### src/rtl/pcm_rx_pkg.sv
package pcm_rx_pkg;
  localparam int SAMPLE_W = 24;
  localparam int IDX_W    = 6;

  typedef enum logic [1:0] {
    FMT_RJ  = 2'b00,
    FMT_LJ  = 2'b01,
    FMT_I2S = 2'b10,
    FMT_DSP = 2'b11
  } fmt_e;

  // sample width selected by the two-bit length code
  function automatic logic [IDX_W-1:0] word_len(input logic [1:0] sel);
    case (sel)
      2'b00:   return IDX_W'(16);
      2'b01:   return IDX_W'(18);
      2'b10:   return IDX_W'(20);
      default: return IDX_W'(24);
    endcase
  endfunction

  // keep the low n bits of v and sign-extend them to the full width
  function automatic logic [SAMPLE_W-1:0] take_word(input logic [SAMPLE_W-1:0] v,
                                                    input logic [IDX_W-1:0] n);
    logic [IDX_W-1:0]    sh;
    logic [SAMPLE_W-1:0] t;
    sh = IDX_W'(SAMPLE_W) - n;
    t  = v << sh;
    return $unsigned($signed(t) >>> sh);
  endfunction
endpackage

### src/rtl/pcm_rx_sync.sv
module pcm_rx_sync #(
  parameter int W      = 3,
  parameter int STAGES = 2
) (
  input  logic         clk,
  input  logic         rst_n,
  input  logic [W-1:0] async_in,
  output logic [W-1:0] sync_out,
  output logic [W-1:0] sync_prev
);
  logic [W-1:0] pipe [STAGES+1];

  always_ff @(posedge clk) begin
    if (!rst_n) begin
      for (int i = 0; i <= STAGES; i++) pipe[i] <= '0;
    end else begin
      pipe[0] <= async_in;
      for (int i = 1; i <= STAGES; i++) pipe[i] <= pipe[i-1];
    end
  end

  assign sync_out  = pipe[STAGES-1];
  assign sync_prev = pipe[STAGES];
endmodule

### src/rtl/pcm_rx_framer.sv
module pcm_rx_framer
  import pcm_rx_pkg::*;
(
  input  logic                clk,
  input  logic                rst_n,
  input  logic                bit_evt,
  input  logic                w_bit,
  input  logic                d_bit,
  input  fmt_e                fmt,
  input  logic [1:0]          len_sel,
  output logic [1:0]          cap_fire,   // [0] left, [1] right
  output logic [SAMPLE_W-1:0] cap_word,
  output logic [SAMPLE_W-1:0] left_pcm,
  output logic [SAMPLE_W-1:0] right_pcm,
  output logic                pair_valid
);
  localparam logic [IDX_W-1:0] IDX_MAX = '1;

  logic [SAMPLE_W-1:0] sr, next_sr;
  logic                prev_w, chg_d, armed, chan_left, have_left;
  logic [IDX_W-1:0]    bcnt, idx, n, n_last, n2_last;
  logic                w_edge, start, start_left, armed_n, cur_left;

  assign n       = word_len(len_sel);
  assign n_last  = n - IDX_W'(1);
  assign n2_last = (n << 1) - IDX_W'(1);
  assign w_edge  = w_bit ^ prev_w;
  assign next_sr = {sr[SAMPLE_W-2:0], d_bit};

  always_comb begin
    case (fmt)
      FMT_I2S: begin start = chg_d;          start_left = ~w_bit; end
      FMT_DSP: begin start = w_bit & ~prev_w; start_left = 1'b1;   end
      default: begin start = w_edge;         start_left = w_bit;  end
    endcase
  end

  assign idx      = start ? '0 : ((bcnt == IDX_MAX) ? IDX_MAX : bcnt + IDX_W'(1));
  assign armed_n  = armed | start;
  assign cur_left = start ? start_left : chan_left;

  always_comb begin
    cap_fire = 2'b00;
    cap_word = take_word(next_sr, n);
    if (bit_evt) begin
      case (fmt)
        FMT_RJ: begin
          cap_word = take_word(sr, n);
          if (w_edge && bcnt >= n_last) cap_fire = prev_w ? 2'b01 : 2'b10;
        end
        FMT_DSP: begin
          if (armed_n && idx == n_last)  cap_fire = 2'b01;
          if (armed_n && idx == n2_last) cap_fire = 2'b10;
        end
        default: begin
          if (armed_n && idx == n_last) cap_fire = cur_left ? 2'b01 : 2'b10;
        end
      endcase
    end
  end

  always_ff @(posedge clk) begin
    if (!rst_n) begin
      sr <= '0; prev_w <= 1'b0; chg_d <= 1'b0; armed <= 1'b0;
      chan_left <= 1'b0; bcnt <= '0;
    end else if (bit_evt) begin
      sr        <= next_sr;
      prev_w    <= w_bit;
      chg_d     <= w_edge;
      armed     <= armed_n;
      chan_left <= cur_left;
      bcnt      <= idx;
    end
  end

  always_ff @(posedge clk) begin
    if (!rst_n) begin
      left_pcm <= '0; right_pcm <= '0; pair_valid <= 1'b0; have_left <= 1'b0;
    end else begin
      pair_valid <= 1'b0;
      if (cap_fire[0]) begin
        left_pcm  <= cap_word;
        have_left <= 1'b1;
      end
      if (cap_fire[1]) begin
        right_pcm  <= cap_word;
        pair_valid <= have_left;
        have_left  <= 1'b0;
      end
    end
  end

  // sign bits above the selected width
  logic [SAMPLE_W-1:0] upper_bits;
  assign upper_bits = $unsigned($signed(cap_word) >>> n_last);

  assert_sign_ext_R5: assert property (@(posedge clk) disable iff (!rst_n)
    (cap_fire != 2'b00) |-> (upper_bits == '0 || upper_bits == '1));

  assert_pair_pulse_R6: assert property (@(posedge clk) disable iff (!rst_n)
    pair_valid |=> !pair_valid);

  assert_pair_after_right_R6: assert property (@(posedge clk) disable iff (!rst_n)
    pair_valid |-> $past(cap_fire[1]));

  assert_hold_between_bits_R7: assert property (@(posedge clk) disable iff (!rst_n)
    !$past(bit_evt) |-> ($stable(left_pcm) && $stable(right_pcm)));
endmodule

### src/rtl/pcm_rx_zero_det.sv
module pcm_rx_zero_det
  import pcm_rx_pkg::*;
#(
  parameter int ZERO_RUN = 1024
) (
  input  logic                clk,
  input  logic                rst_n,
  input  logic                smp_fire,
  input  logic [SAMPLE_W-1:0] smp_word,
  output logic                zero_flag
);
  localparam int CW = $clog2(ZERO_RUN + 2);
  localparam logic [CW-1:0] LIMIT = CW'(ZERO_RUN + 1);

  logic [CW-1:0] zcnt;

  always_ff @(posedge clk) begin
    if (!rst_n)                     zcnt <= '0;
    else if (smp_fire) begin
      if (smp_word != '0)           zcnt <= '0;
      else if (zcnt != LIMIT)       zcnt <= zcnt + CW'(1);
    end
  end

  assign zero_flag = (zcnt == LIMIT);

  assert_clear_on_signal_R9: assert property (@(posedge clk) disable iff (!rst_n)
    (smp_fire && smp_word != '0) |=> !zero_flag);

  assert_rise_needs_zero_R8: assert property (@(posedge clk) disable iff (!rst_n)
    $rose(zero_flag) |-> $past(smp_fire && smp_word == '0));
endmodule

### src/rtl/pcm_serial_rx.sv
module pcm_serial_rx
  import pcm_rx_pkg::*;
#(
  parameter int ZERO_RUN    = 1024,
  parameter int SYNC_STAGES = 2
) (
  input  logic        clk,
  input  logic        rst_n,
  input  logic        ser_bclk,
  input  logic        ser_wclk,
  input  logic        ser_data,
  input  logic [1:0]  fmt_sel,
  input  logic [1:0]  len_sel,
  output logic [23:0] left_pcm,
  output logic [23:0] right_pcm,
  output logic        pair_valid,
  output logic        zero_left,
  output logic        zero_right
);
  logic [2:0]          s_now, s_prev;
  logic                bit_evt;
  logic [1:0]          cap_fire;
  logic [SAMPLE_W-1:0] cap_word;
  logic [1:0]          zflag;

  pcm_rx_sync #(.W(3), .STAGES(SYNC_STAGES)) u_sync (
    .clk(clk), .rst_n(rst_n),
    .async_in({ser_data, ser_wclk, ser_bclk}),
    .sync_out(s_now), .sync_prev(s_prev)
  );

  assign bit_evt = s_now[0] & ~s_prev[0];

  pcm_rx_framer u_framer (
    .clk(clk), .rst_n(rst_n), .bit_evt(bit_evt),
    .w_bit(s_now[1]), .d_bit(s_now[2]),
    .fmt(fmt_e'(fmt_sel)), .len_sel(len_sel),
    .cap_fire(cap_fire), .cap_word(cap_word),
    .left_pcm(left_pcm), .right_pcm(right_pcm), .pair_valid(pair_valid)
  );

  for (genvar c = 0; c < 2; c++) begin : g_zero
    pcm_rx_zero_det #(.ZERO_RUN(ZERO_RUN)) u_zero (
      .clk(clk), .rst_n(rst_n),
      .smp_fire(cap_fire[c]), .smp_word(cap_word),
      .zero_flag(zflag[c])
    );
  end

  assign zero_left  = zflag[0];
  assign zero_right = zflag[1];

  assert_pair_on_bit_R7: assert property (@(posedge clk) disable iff (!rst_n)
    pair_valid |-> $past(bit_evt));
endmodule

### config.mk
export PLATFORM = sky130hd
export DESIGN_NAME = pcm_serial_rx
export DESIGN_NICKNAME = d
export VERILOG_FILES = /design/src/rtl/pcm_rx_pkg.sv /design/src/rtl/pcm_rx_sync.sv /design/src/rtl/pcm_rx_framer.sv /design/src/rtl/pcm_rx_zero_det.sv /design/src/rtl/pcm_serial_rx.sv
export SDC_FILE = /design/constraint.sdc
export NUM_CORES = 1
export LEC_CHECK = 0
export ABC_CLOCK_PERIOD_IN_PS = 4250
export BUFFER_PORTS_ARGS = -buffer_cell sky130_fd_sc_hd__buf_2
export CAP_MARGIN = 20
export CORE_UTILIZATION = 36
export CTS_CLUSTER_DIAMETER = 40
export DETAILED_ROUTE_END_ITERATION = 8
export PLACE_DENSITY = 0.57
export SLEW_MARGIN = 20
export SYNTH_ARGS = -nofsm -noshare
export SYNTH_HDL_FRONTEND = slang
export SYNTH_HIERARCHICAL = 1
export SYNTH_SLANG_ARGS = --single-unit
### constraint.sdc
create_clock -name clk -period 4.25 [get_ports clk]
set_input_delay 0.2125 -clock clk [delete_from_list [all_inputs] [get_ports clk]]
set_output_delay 0.2125 -clock clk [all_outputs]
set_load 0.05 [all_outputs]
* Yosys cells after proc, flatten, opt, wreduce, memory -nomap -nowiden
Memories as Yosys holds them, arrays and structs flattened.
Cells that the tools add are included.
** Storage, ports and cells
- Register bits after elaboration :: 106
- Bits in writable memories :: 9
- Bits of input ports :: 9
- Memories kept :: 1
** Cells by class
- Add/sub/neg operators :: 6
- Magnitude comparators :: 1
- Eq/ne operators :: 11
- Shift-type cells :: 4
- Multiplexer cells :: 25
- Bitwise gates (word level) :: 11
- Reductions and logical operators :: 12
** Memory list
- u_sync.pipe :: depth 3, bits a word 3, rd ports 3, clocked after memory_dff 0, write ports 3, line pcm_rx_sync.sv:11 : logic [W-1:0] pipe [STAGES+1];
** Operators by type and width (number)
- two-way mux 24 bit :: 2
- left shift 24 x 6 -> 24 bit :: 2
- >>> shifter 24 x 6 -> 24 bit :: 2
- two-way mux 11 bit :: 4
- nonzero test 24 bit :: 1
- adder 11 x 1 -> 11 bit, second input constant :: 2
- equality test 11 bit, second input constant :: 2
- inequality test 11 bit, second input constant :: 2
- equality test 6 bit :: 2
- two-way mux 2 bit :: 6
- two-way mux 6 bit :: 2
- one-hot mux 4 bit (3 select lines) :: 1
- two-way mux 3 bit :: 3
- adder 6 x 1 -> 6 bit, second input constant :: 1
- equality test 2 bit, second input constant :: 3
- equality test 6 bit, second input constant :: 1
- greater-or-equal comparator 6 bit :: 1
- AND reduction 2 bit :: 3
- subtractor 5 x 1 -> 6 bit, second input constant :: 1
- subtractor 5 x 5 -> 6 bit, first input constant :: 1
- subtractor 6 x 1 -> 6 bit, second input constant :: 1
- zero test 2 bit :: 2
- two-way mux 1 bit :: 4
- inverter 1 bit :: 4
- other kinds (9) :: 17

* Longest topological paths before layout
- Depth after elaboration :: 11
- Depth in mapped cells :: 18
- Gate-level depth less buffers :: 14

* Cells and area by module
Netlist, hierarchy kept.
** Modules (own cells, without submodules)
- pcm_rx_framer :: times used 1, cells an instance 646, area each 5525.3 µm², sequential area each 1681.6 µm²
- pcm_rx_zero_det :: times used 2, cells an instance 82, area each 673.1 µm², sequential area each 220.2 µm²
- pcm_rx_sync :: times used 1, cells an instance 24, area each 281.5 µm², sequential area each 180.2 µm²
- pcm_serial_rx :: times used 1, cells an instance 1, area each 13.8 µm², sequential area each 0.0 µm²

* Least setup slack after synthesis
OpenSTA, ideal clock, no wires.
- Path type :: input to register
- Start point :: input len_sel[0]
- End point :: register g_zero[0].u_zero.zcnt[3]
- Setup time :: 92 ps
- Arrival :: 3305 ps
- Required time :: 4158 ps
- Setup slack :: 853 ps
- Stages :: 17
- Buffers on the path :: 4
- Path through :: inv_1 ha_1 buf_4 buf_4 buf_2 or2_2 clkbuf_1 a221o_1 nand3_1 o21ai_0 nand2_1 o311ai_0 nor4_1 nand4_1 nor2_1 nand3_1 o32ai_1
** Between the ends
- Longest elaborated chain between the ends :: 10
- Elaborated cells on any way between the ends :: 29
- Classes of those cells :: add/sub: 3; order compare: 1; eq/ne: 4; shift: 4; mux: 10; reduce/logical: 7
** RTL lines
- start, declared :: line pcm_serial_rx.sv:13 : input logic [1:0] len_sel,
- equality test 2 bit, or another cell as far along :: line pcm_rx_pkg.sv:14 : case (sel)
- one-hot mux 4 bit (3 select lines) (*) :: line pcm_rx_pkg.sv:14
- subtractor 5 x 5 -> 6 bit (*) :: line pcm_rx_pkg.sv:27 : sh = IDX_W'(SAMPLE_W) - n;
- left shift 24 x 6 -> 24 bit :: line pcm_rx_pkg.sv:28 : t = v << sh;
- >>> shifter 24 x 6 -> 24 bit :: line pcm_rx_pkg.sv:29 : return $unsigned($signed(t) >>> sh);
- two-way mux 24 bit :: line pcm_rx_framer.sv:46 : case (fmt)
- two-way mux 24 bit (*) :: line pcm_rx_framer.sv:45 : if (bit_evt) begin
- via cap_word[14] :: line pcm_serial_rx.sv:23 : logic [SAMPLE_W-1:0] cap_word;
- nonzero test 24 bit (*) :: line pcm_rx_zero_det.sv:20 : if (smp_word != '0) zcnt <= '0;
- nonzero test 2 bit (no line)
- AND reduction 2 bit (no line)
- end signal, assigned :: line pcm_rx_zero_det.sv:21 : else if (zcnt != LIMIT) zcnt <= zcnt + CW'(1);
- end, declared :: line pcm_rx_zero_det.sv:15 : logic [CW-1:0] zcnt;
The timed path passes the listed nets; every way through them passes the cells marked *.
A chain may end at the register's enable or synchronous reset.

* Final worst setup path
- Start point :: input len_sel[1]
- End point :: register g_zero[0].u_zero.zcnt[10]
Same word-level chain as after synthesis.

==> results by group <==
Cells and area
  • Fraction of layout cells with a size suffix above 1: 19.2%
  • NumNets Final: 918
  • ANT cells: 0
  • Area Growth Syn to Fin: 18.2%

Worst setup path
  • Worst R2R Start: u_framer/bcnt[0]
  • Worst-path fanout max: 10
  • Crit end category: register
  • R2R Setup Slk: 0.62 ns
  • Worst EP required: 4.59 ns
  • Setup Crit Path Kind: in2reg
  • CP Data Arrival Time: 4.12 ns
  • Worst reg2reg path endpoint: g_zero[1].u_zero/zcnt[5]
  • Startpoint class of the critical path: input port
  • FF-to-FF path depth: 11
  • Critical path launch point: len_sel[1]

Drt
  • ANT nets after route: 0
  • Vias: 6531
  • Vias per cell: 5.61
  • Initial DRC count: 533
  • Drt total wl: 20700 um
  • DRC errors left: 0
  • DRT Pass-1 Iters: 6
  • DR WL/cell: 17.8 um

Pwr
  • Pwr/cell area: 341 mW/mm^2
  • Leakage: 3.11 nW
  • Pwr Total: 0.00286 W
  • Worst vdd ir: 0.244 mV

Job
  • Max_cap viols: 0

Clock network
  • # clock sinks: 113
  • Cts bufs inserted: 17
  • Post-CTS setup buffer count: 0
  • Clock root cell: clkbuf_16
  • Hold buffer count at cts: 3
  • Worst-skew pair later-pin latency: 0.42 ns
  • Bufs on Longest Clock Path: 2
  • Post-CTS Resized: 0
  • CTS tree: yes
  • H-tree levels: 4
  • Clock Pin Slew Worst Setup and Hold Paths: 0.06 ns

STA
  • Post-route minimum period: 3.78 ns
  • Setup_tns: 0 ns
  • Final number of max-transition violations: 0
  • Final hold vios: 0
  • # setup viols final: 0
  • RSZ-0062 raised after global routing: false
  • Clk_skew: 0.00809 ns
  • Fmax: 0.265 GHz
  • Tcrit/Tclk final: 88.9%
  • Slew @ Worst Pin: 0.848 ns
  • Slew HR: 43.5%

Placement
  • Detailed placement HPWL: 14700 um
  • Routability cong.: 0.921
  • PortBufs: 59

Floorplanning
  • Die width: 142 um
  • Core Rows: 50
  • Initial core utilization: 37.3%
  • CORE AREA: 0.0190 mm^2
  • I/O pin count: 60
  • Die Area: 0.0203 mm^2
  • Die height: 142 um

Worst hold path
  • Hold EP: u_framer/chan_left
  • Cell count of the worst hold path: 4
  • Hold Crit Start: fmt_sel[0]
  • Hold Crit Class: in2reg

GRT
  • GR Util met2: 31.8%
  • First-pass GRT wire length: 32600 um
  • Largest net degree at the start of global routing: 96
  • Met1 Usage GRT: 28.4%
  • GRT met3 Usage: 3.97%
  • Overall Global Routing Usage: 20.7%
  • Total grt overflow: 0
  • Most Crowded Layer GR: met2
  • Vias in the first global route: 6001
  • Initial antenna violation count: 0

Logic synthesis
  • Syn_nets: 855
  • Synthesized cell area: 0.00710 mm^2
  • Yosys warns: 6
  • Syn avg cell area: 8.56 um^2
  • Synth Instances: 829

Status
  • Outcome: completed
worst max-delay path: stages:
cell and delay (ns):
buf_2 0.11, inv_1 0.09, ha_2 0.36, buf_4 0.22, mux4_1 0.61, o22ai_1 0.28, o31a_1 0.24, a211oi_1 0.10
o31ai_1 0.32, o22ai_1 0.23, nor4_1 0.36, nand4_1 0.18, buf_4 0.18, o31ai_4 0.39, nand3_1 0.12, o211ai_1 0.12
layer usage:
layer / wire length, um / vias to the layer above / part of all wire [%]
met5: 0 / - / 0
met4: 484 / 0 / 2.3
met3: 1250 / 37 / 6.1
met2: 9310 / 228 / 45
met1: 9640 / 3068 / 47
li1: - / 3198 / -
final cells by class:
| type | count | area [um^2] |
|---|---|---|
| Clock buffer | 20 | 467 |
| Clock inverter | 12 | 155 |
| Fill cell | 1947 | 10600 |
| Inverter | 21 | 78.8 |
| Multi-Input combinational cell | 636 | 4460 |
| Sequential cell | 113 | 2260 |
| Tap cell | 260 | 325 |
| Timing Repair Buffer | 103 | 648 |
cells in the final DEF (no fill, tap or decap), drive strengths merged, types with 5 or more instances in the layout:
| cell type | instances |
|---|---|
| and3 | 12 |
| clkinvlp | 5 |
| nand4 | 13 |
| ha | 17 |
| nand2 | 70 |
| o32ai | 9 |
| mux4 | 9 |
| nor2b | 61 |
| clkbuf | 20 |
| nand2b | 6 |
| o211ai | 14 |
| a211oi | 7 |
| inv | 22 |
| or2 | 6 |
| buf | 100 |
| a31oi | 8 |
| mux2 | 9 |
| a21oi | 41 |
| nor4 | 13 |
| a221oi | 7 |
| a21o | 7 |
| dfxtp | 113 |
| nor2 | 42 |
| o31ai | 9 |
| nor3 | 7 |
| nand3b | 6 |
| o21ai | 47 |
| and2 | 16 |
| o22ai | 17 |
| mux2i | 76 |
| nand3 | 49 |
power breakdown:
part / internal (W) / leakage [nW] / switching, W
Sequential: 0.00106 / 0.911 / 0.00000398
Combinational: 0.000106 / 1.90 / 0.000177
Clock: 0.000969 / 0.291 / 0.000542
Total: 0.00214 / 3.11 / 0.000723
state kept, by name, indices dropped and copies added (netlist names):
signal               cells
u_framer/chg_d           1
u_framer/sr             24
u_framer/prev_w          1
u_framer/armed           1
u_sync/pipe              7
u_framer/have_left       1
u_framer/right_pcm      24
u_framer/left_pcm       24
g_zero.u_zero/zcnt      22
u_framer/pair_valid      1
u_framer/chan_left       1
u_framer/bcnt            6
worst max-delay path by stage:
stage	to	slack, ns	cells past startpoint
after floorplan	g_zero[0].u_zero/zcnt[3]	0.85	17
after global placement	g_zero[0].u_zero/zcnt[10]	0.17	16
after global routing	g_zero[0].u_zero/zcnt[1]	0.22	16
after detailed placement	g_zero[0].u_zero/zcnt[10]	0.15	16
after CTS	g_zero[0].u_zero/zcnt[10]	0.57	16
final	g_zero[0].u_zero/zcnt[10]	0.47	16
per-stage QoR:
step | area (um^2) | hold slack [ns] | setup slack (ns) | util (%) | instances
after floorplan | 7100 | 0.334 | 0.853 | - | 829
after global placement | 7740 | 0.423 | 0.174 | 40.7 | 1130
after detailed placement | 7740 | 0.421 | 0.153 | 40.7 | 1130
after CTS | 8390 | 0.411 | 0.573 | 44.1 | 1165
after global routing | 8390 | 0.448 | 0.222 | 44.1 | 1165
final | 8390 | 0.422 | 0.470 | 44.1 | 1165
Note: power is estimated with default switching activity, not from simulation.
